<file path="src/rtl/irq_bank_pkg.sv">
package irq_bank_pkg;
  localparam int unsigned EVT_COUNT = 10;

  localparam int unsigned EV_XFER_DONE = 0;
  localparam int unsigned EV_DATA_THR  = 1;
  localparam int unsigned EV_NACK      = 2;
  localparam int unsigned EV_TIMEOUT   = 3;
  localparam int unsigned EV_SLV_RDY   = 4;
  localparam int unsigned EV_RX_OVF    = 5;
  localparam int unsigned EV_TX_OVF    = 6;
  localparam int unsigned EV_RX_UNF    = 7;
  localparam int unsigned EV_RSVD      = 8;
  localparam int unsigned EV_ARB_LOST  = 9;

  function automatic logic [EVT_COUNT-1:0] bit_of(input int unsigned idx);
    logic [EVT_COUNT-1:0] v;
    v = '0;
    v[idx] = 1'b1;
    return v;
  endfunction

  localparam logic [EVT_COUNT-1:0] IMPL_BITS = ~bit_of(EV_RSVD);
  localparam logic [EVT_COUNT-1:0] ERR_BITS  =
    bit_of(EV_NACK) | bit_of(EV_RX_OVF) | bit_of(EV_TX_OVF) |
    bit_of(EV_RX_UNF) | bit_of(EV_ARB_LOST);
endpackage

</file>
<file path="src/rtl/irq_status_regs.sv">
module irq_status_regs #(
  parameter int unsigned EVT_W = 10,
  parameter logic [EVT_W-1:0] IMPL = '1
) (
  input  logic             clk,
  input  logic             rst,
  input  logic [EVT_W-1:0] set_vec,
  input  logic [EVT_W-1:0] clr_vec,
  output logic [EVT_W-1:0] stat_q,
  output logic [EVT_W-1:0] stat_d
);
  for (genvar i = 0; i < EVT_W; i++) begin : g_bit
    if (IMPL[i]) begin : g_impl
      // a pulse wins over a clear in the same cycle
      assign stat_d[i] = set_vec[i] | (stat_q[i] & ~clr_vec[i]);
      always_ff @(posedge clk) begin
        if (rst) stat_q[i] <= 1'b0;
        else     stat_q[i] <= stat_d[i];
      end
    end else begin : g_rsvd
      assign stat_d[i] = 1'b0;
      assign stat_q[i] = 1'b0;
    end
  end
endmodule

</file>
<file path="src/rtl/irq_mask_regs.sv">
module irq_mask_regs #(
  parameter int unsigned EVT_W = 10,
  parameter logic [EVT_W-1:0] IMPL = '1
) (
  input  logic             clk,
  input  logic             rst,
  input  logic [EVT_W-1:0] unmask_vec,
  input  logic [EVT_W-1:0] mask_vec,
  output logic [EVT_W-1:0] mask_q,
  output logic [EVT_W-1:0] mask_d
);
  for (genvar i = 0; i < EVT_W; i++) begin : g_bit
    if (IMPL[i]) begin : g_impl
      assign mask_d[i] = (mask_q[i] | mask_vec[i]) & ~unmask_vec[i];
      always_ff @(posedge clk) begin
        if (rst) mask_q[i] <= 1'b1;
        else     mask_q[i] <= mask_d[i];
      end
    end else begin : g_rsvd
      assign mask_d[i] = 1'b0;
      assign mask_q[i] = 1'b0;
    end
  end
endmodule

</file>
<file path="src/rtl/irq_read_port.sv">
module irq_read_port #(
  parameter int unsigned ADDR_W = 8,
  parameter int unsigned DATA_W = 32,
  parameter int unsigned EVT_W  = 10,
  parameter logic [ADDR_W-1:0] OFS_STAT = 8'h10,
  parameter logic [ADDR_W-1:0] OFS_MASK = 8'h20
) (
  input  logic              clk,
  input  logic              rst,
  input  logic              rd_en,
  input  logic [ADDR_W-1:0] rd_addr,
  input  logic [EVT_W-1:0]  stat_q,
  input  logic [EVT_W-1:0]  mask_q,
  output logic [DATA_W-1:0] rd_data
);
  localparam int unsigned PAD_W = DATA_W - EVT_W;

  logic [EVT_W-1:0] sel;

  always_comb begin
    if (rd_addr == OFS_STAT)      sel = stat_q;
    else if (rd_addr == OFS_MASK) sel = mask_q;
    else                          sel = '0;
  end

  always_ff @(posedge clk) begin
    if (rst)        rd_data <= '0;
    else if (rd_en) rd_data <= {{PAD_W{1'b0}}, sel};
  end
endmodule

</file>
<file path="src/rtl/irq_status_bank.sv">
module irq_status_bank
  import irq_bank_pkg::*;
#(
  parameter int unsigned ADDR_W = 8,
  parameter int unsigned DATA_W = 32,
  parameter int unsigned EVT_W  = EVT_COUNT,
  parameter logic [EVT_W-1:0] IMPL = IMPL_BITS,
  parameter logic [EVT_W-1:0] ERRS = ERR_BITS,
  parameter logic [ADDR_W-1:0] OFS_STAT   = 8'h10,
  parameter logic [ADDR_W-1:0] OFS_MASK   = 8'h20,
  parameter logic [ADDR_W-1:0] OFS_UNMASK = 8'h24,
  parameter logic [ADDR_W-1:0] OFS_DOMASK = 8'h28
) (
  input  logic              clk,
  input  logic              rst,
  input  logic              wr_en,
  input  logic [ADDR_W-1:0] wr_addr,
  input  logic [DATA_W-1:0] wr_data,
  input  logic              rd_en,
  input  logic [ADDR_W-1:0] rd_addr,
  output logic [DATA_W-1:0] rd_data,
  input  logic [EVT_W-1:0]  evt_pulse,
  output logic              irq,
  output logic              irq_err
);
  logic [EVT_W-1:0] wbits;
  logic             unused_hi;
  logic [EVT_W-1:0] clr_vec, unmask_vec, mask_vec;
  logic [EVT_W-1:0] status_q, status_d, mask_q, mask_d;
  logic [EVT_W-1:0] live_d;

  assign wbits     = wr_data[EVT_W-1:0];
  assign unused_hi = ^wr_data[DATA_W-1:EVT_W];

  assign clr_vec    = (wr_en && wr_addr == OFS_STAT)   ? wbits : '0;
  assign unmask_vec = (wr_en && wr_addr == OFS_UNMASK) ? wbits : '0;
  assign mask_vec   = (wr_en && wr_addr == OFS_DOMASK) ? wbits : '0;

  irq_status_regs #(.EVT_W(EVT_W), .IMPL(IMPL)) u_stat (
    .clk(clk), .rst(rst), .set_vec(evt_pulse), .clr_vec(clr_vec),
    .stat_q(status_q), .stat_d(status_d)
  );

  irq_mask_regs #(.EVT_W(EVT_W), .IMPL(IMPL)) u_mask (
    .clk(clk), .rst(rst), .unmask_vec(unmask_vec), .mask_vec(mask_vec),
    .mask_q(mask_q), .mask_d(mask_d)
  );

  irq_read_port #(
    .ADDR_W(ADDR_W), .DATA_W(DATA_W), .EVT_W(EVT_W),
    .OFS_STAT(OFS_STAT), .OFS_MASK(OFS_MASK)
  ) u_rd (
    .clk(clk), .rst(rst), .rd_en(rd_en), .rd_addr(rd_addr),
    .stat_q(status_q), .mask_q(mask_q), .rd_data(rd_data)
  );

  // outputs registered from next-state so they move with the registers
  assign live_d = status_d & ~mask_d;

  always_ff @(posedge clk) begin
    if (rst) begin
      irq     <= 1'b0;
      irq_err <= 1'b0;
    end else begin
      irq     <= |live_d;
      irq_err <= |(live_d & ERRS);
    end
  end
endmodule

</file>
<file path="config.mk">
export PLATFORM = sky130hd
export DESIGN_NAME = irq_status_bank
export DESIGN_NICKNAME = d
export VERILOG_FILES = /design/src/rtl/irq_bank_pkg.sv /design/src/rtl/irq_status_regs.sv /design/src/rtl/irq_mask_regs.sv /design/src/rtl/irq_read_port.sv /design/src/rtl/irq_status_bank.sv
export SDC_FILE = /design/constraint.sdc
export NUM_CORES = 1
export LEC_CHECK = 0
export BUFFER_PORTS_ARGS = -buffer_cell sky130_fd_sc_hd__buf_2
export CORE_ASPECT_RATIO = 1.75
export CORE_UTILIZATION = 35
export DETAILED_ROUTE_END_ITERATION = 7
export GPL_ROUTABILITY_DRIVEN = 0
export MAX_ROUTING_LAYER = met4
export PLACE_DENSITY = 0.7
export SLEW_MARGIN = 25
export SYNTH_ARGS = -nofsm -noshare
export SYNTH_HDL_FRONTEND = slang
export SYNTH_HIERARCHICAL = 1
export SYNTH_SLANG_ARGS = --single-unit
</file>
<file path="constraint.sdc">
create_clock -name clk -period 1.58 [get_ports clk]
set_clock_uncertainty 0.05 [all_clocks]
set_input_delay 0.158 -clock clk [delete_from_list [all_inputs] [get_ports clk]]
set_output_delay 0.158 -clock clk [all_outputs]
set_load 0.02 [all_outputs]
</file>
Word-level counts from Yosys, hierarchy flattened --
Cells that the tools add are included. Widths: inputs -> output; s select.
Storage, ports and cells: output and inout port bits 34, word-level logic and storage cells 92, bits in registers 30
Cells by class: bitwise gates (word level) 56, mux-type cells 5, reduce and logical (&&, ||, !) cells 5, eq/ne operators 5
Operators with widths (number):
- $mux 10 | 5
- $eq 8x6->1 const B | 3
- $and 1x1->1 | 18
- $not 1->1 | 18
- $or 1x1->1 | 18
- $eq 8x5->1 const B | 2
- $and 10x10->10 | 1
- $not 10->10 | 1
- $reduce_or 10->1 | 1
- $reduce_or 5->1 | 1
- $logic_and 1x1->1 | 3

Depth between registers and ports, before layout --
word-level depth 8, mapped depth 10, gate-level depth less buffers 10

Modules after synthesis --
The synthesis kept the hierarchy.
Modules (own cells, without submodules):
- irq_read_port | instances 1, sequential area each 200.2 sq um, cells each 62, area an instance 611.8 sq um
- irq_status_regs | instances 1, sequential area each 180.2 sq um, cells each 49, area an instance 480.5 sq um
- irq_status_bank | instances 1, sequential area each 40.0 sq um, cells each 57, area an instance 387.9 sq um
- irq_mask_regs | instances 1, sequential area each 180.2 sq um, cells each 39, area an instance 334.1 sq um

Worst setup path after synthesis --
Ideal clock, no wire load.
path type in2reg, from input wr_addr[7], to register irq, required time 1.399 ns, path buffers 0, cell stages on the path 9, data arrival time 1.559 ns, setup slack -0.160 ns, setup time 0.131 ns, cells stage by stage nor4_2 > and3b_1 > and4bb_4 > and2_1 > nand2b_4 > nand2_1 > nor2b_1 > nor3_1 > a31oi_1
On the way: cells in the longest elaborated chain, start to end 8
Ends and longest elaborated chain:
- start: declaration | line irq_status_bank.sv:17 | input logic [ADDR_W-1:0] wr_addr,
- $eq 8x5->1 | line irq_status_bank.sv:35 | assign clr_vec = (wr_en && wr_addr == OFS_STAT) ? wbits : '0;
- $logic_and 1x1->1 | line irq_status_bank.sv:35
- $mux 10 | line irq_status_bank.sv:35
- via clr_vec[7] | line irq_status_bank.sv:28 | logic [EVT_W-1:0] clr_vec, unmask_vec, mask_vec;
- $not 1->1 | line irq_status_regs.sv:15 | assign stat_d[i] = set_vec[i] | (stat_q[i] & ~clr_vec[i]);
- $and 1x1->1 | line irq_status_regs.sv:15
- $or 1x1->1 | line irq_status_regs.sv:15
- via status_d[7] | line irq_status_bank.sv:29 | logic [EVT_W-1:0] status_q, status_d, mask_q, mask_d;
- $and 10x10->10 | line irq_status_bank.sv:58 | assign live_d = status_d & ~mask_d;
- $reduce_or 10->1 | line irq_status_bank.sv:65 | irq <= |live_d;
- end signal: assignment | line irq_status_bank.sv:65
- end: declaration | line irq_status_bank.sv:23 | output logic irq,
The timed path passes the listed nets, and every way through them passes these cells. A chain may end at the register's enable or synchronous reset.

Final worst setup path --
Same ends and word-level chain as after synthesis.

==> metrics.log <==
[metrics] maximum fanout along the worst path: 4
[metrics] Max rail drop VDD: 737 uV
[metrics] pin count of the biggest net entering global routing: 15
[metrics] Starting Density: 36.4%
[metrics] global route total overflow: 0
[metrics] static leakage: 0.00123 uW
[metrics] standard cell area after detailed placement: 2130 um^2
[metrics] share of post-route cells with drive strength above 1: 40.4%
[metrics] unrepaired setup endpoints after global routing: true
[metrics] total placed cells including tap cells: 319
[metrics] Power, Total: 1820 uW
[metrics] DRC violation count after routing: 0
[metrics] Critical Path Max Stage Delay: 0.31 ns
[metrics] Boundary Pins: 96
[metrics] number of iterations in the first detailed-routing pass: 4
[metrics] die boundary height: 96.8 um
[metrics] initial DRC count: 21
[metrics] detailed-route via count: 1,512
[metrics] worst hold-check path type: in -> reg
[metrics] TritonCTS clock tree: done
[metrics] total wire length: 3820 um
[metrics] status: finished, violations left
[metrics] CP Data Required Time: 1.70 ns
[metrics] YS warnings: 6
[metrics] cell area after layout: 2310 um^2
[metrics] per-instance average area after synthesis: 8.80 um^2
[metrics] post-synthesis to final-layout area growth: 28.6%
[metrics] number of nets in the layout: 336
[metrics] number of buffers inserted during clock tree synthesis: 5
[metrics] number of global-route vias before repair: 1,460
[metrics] final setup margin: -0.126 ns
[metrics] detail-routed via count per cell: 4.60
[metrics] deepest level of the CTS H-tree: 2
[metrics] later-pin clock latency in the skew report: 0.28 ns
[metrics] Layout fillers: 472
[metrics] Die W: 56.1 um
[metrics] post-route clock period utilization: 108%
[metrics] startpoint type of the worst setup path: primary input
[metrics] number of antenna violations at the first check in global routing: 0
[metrics] Avg WL per Cell: 11.6 um
[metrics] cts hold-fix bufs: 0
[metrics] ordered list of cells on the worst path: buf_6, nor4_4, and3b_1, and4bb_4, buf_4, and2_1, nand2b_4, nand2_1, a222oi_1, a31oi_1
[metrics] Post-DP HPWL: 3050 um
[metrics] Max Fclk: 586 MHz
[metrics] pins over their slew limit: 0
[metrics] count of nets left with antenna violations after detail routing: 0
[metrics] wire length of the first global-routing pass: 6460 um
[metrics] critical path endpoint category: register
[metrics] power density of the placed cells: 789 nW/um^2
[metrics] total core area: 4930 um^2
[metrics] Final Critical Period: 1.71 ns
[metrics] Cell Count, Final, Fillers Out: 329
[metrics] Clk pin slew, worst setup/hold paths: 0.07 ns
[metrics] Min Hold Slack: 0.0689 ns
[metrics] most frequent cells in the layout: 47 x sky130_fd_sc_hd__buf_2, 30 x sky130_fd_sc_hd__dfxtp_1, 26 x sky130_fd_sc_hd__conb_1
[metrics] post-synthesis cell count: 204
[metrics] cell row count: 34
[metrics] Slew Limit Headroom: 46.5%
[metrics] netlist area before placement: 1800 um^2
[metrics] type of the worst setup path: in -> reg
[metrics] WP buf/inv: 2
[metrics] CP top delay family: simple AND/OR/NAND/NOR gates
[metrics] cell with the largest stage delay on the worst path: sky130_fd_sc_hd__a222oi_1
[metrics] total clock sinks: 30
[metrics] maximum clock path buffer count: 2
[metrics] Antenna Cells: 0
[metrics] final count of negative-setup-slack endpoints: 2
[metrics] commonest non-fill, non-tap cell in the layout: sky130_fd_sc_hd__buf_2
[metrics] slew at the pin with the worst max-slew slack: 0.801 ns
[metrics] count of final hold-check violations: 0
[metrics] Arrival @ worst endpoint: 1.82 ns
[metrics] CTS Root Buffer Type: sky130_fd_sc_hd__clkbuf_8
[metrics] die area: 5430 um^2
[metrics] overall global routing resource usage: 15.7%
[metrics] quantity of I/O buffers inserted on ports: 49
[metrics] violated checks: setup timing
[metrics] number of max-cap violations: 0
## routing by layer
metal / GRT usage (%) / share of wire [%] / wire [um]
met1: 16.6 / 39 / 1500
met2: 27.3 / 52 / 1990
met3: 2.67 / 6.0 / 228
met4: 8.44 / 2.5 / 95
met5: - / 0 / 0
## worst reg2reg max path, stage by stage (launching register included)
cell	delay, ns
sky130_fd_sc_hd__dfxtp_1	0.33
sky130_fd_sc_hd__nor2_1	0.05
sky130_fd_sc_hd__nor2_1	0.17
sky130_fd_sc_hd__o22ai_4	0.12
sky130_fd_sc_hd__nor3_4	0.20
sky130_fd_sc_hd__a31oi_1	0.11
## power by group
| group | switching, uW | total [uW] | internal (uW) |
|---|---|---|---|
| registers | 18.5 | 793 | 775 |
| logic | 144 | 266 | 122 |
| clock network | 297 | 761 | 463 |
## per-stage QoR
step / TNS (ns) / setup slack [ns] / util [%]
2_1_floorplan: -0.251 / -0.148 / -
3_5_place_dp: -2.07 / -0.697 / 43.1
5_1_grt: -0.426 / -0.234 / 46.8
4_1_cts: -0.246 / -0.147 / 46.8
6_report: -0.213 / -0.126 / 46.8
3_3_place_gp: -1.69 / -0.622 / 43.1
## repair_timing
| action | in CTS | in global routing |
|---|---|---|
| setup buffers | 2 | 0 |
| pin swaps | 7 | 2 |
| gates cloned | 0 | 0 |
| resized for setup | 15 | 1 |
| endpoints found under the setup margin | 2 | 2 |
## sequential cells by signal, summed over array words and instances (netlist names)
name and cells:
irq 1, irq_err 1, u_mask/mask_q 9, u_rd/rd_data 10, u_stat/stat_q 9
## final timing paths
check	slack (ns)	from	endpoint	depth (start not counted)
hold / removal	0.07	evt_pulse[3]	u_stat/stat_q[3]	3
setup / recovery	-0.13	wr_addr[7]	irq	10
hold reg to reg	0.42	u_rd/rd_data[5]	u_rd/rd_data[5]	1
setup reg to reg	0.43	u_mask/mask_q[2]	irq	5
## area by class of cell
| type | instances | area (um^2) | share of cell area, % |
|---|---|---|---|
| Sequential cell | 30 | 601 | 26.0 |
| Clock buffer | 5 | 68.8 | 2.98 |
| Clock inverter | 3 | 40.0 | 1.73 |
| Multi-Input combinational cell | 148 | 1020 | 44.4 |
| Inverter | 17 | 63.8 | 2.76 |
| Timing Repair Buffer | 72 | 443 | 19.2 |
| Tap cell | 54 | 67.6 | 2.93 |
Note: power is estimated with default switching activity, not from simulation.
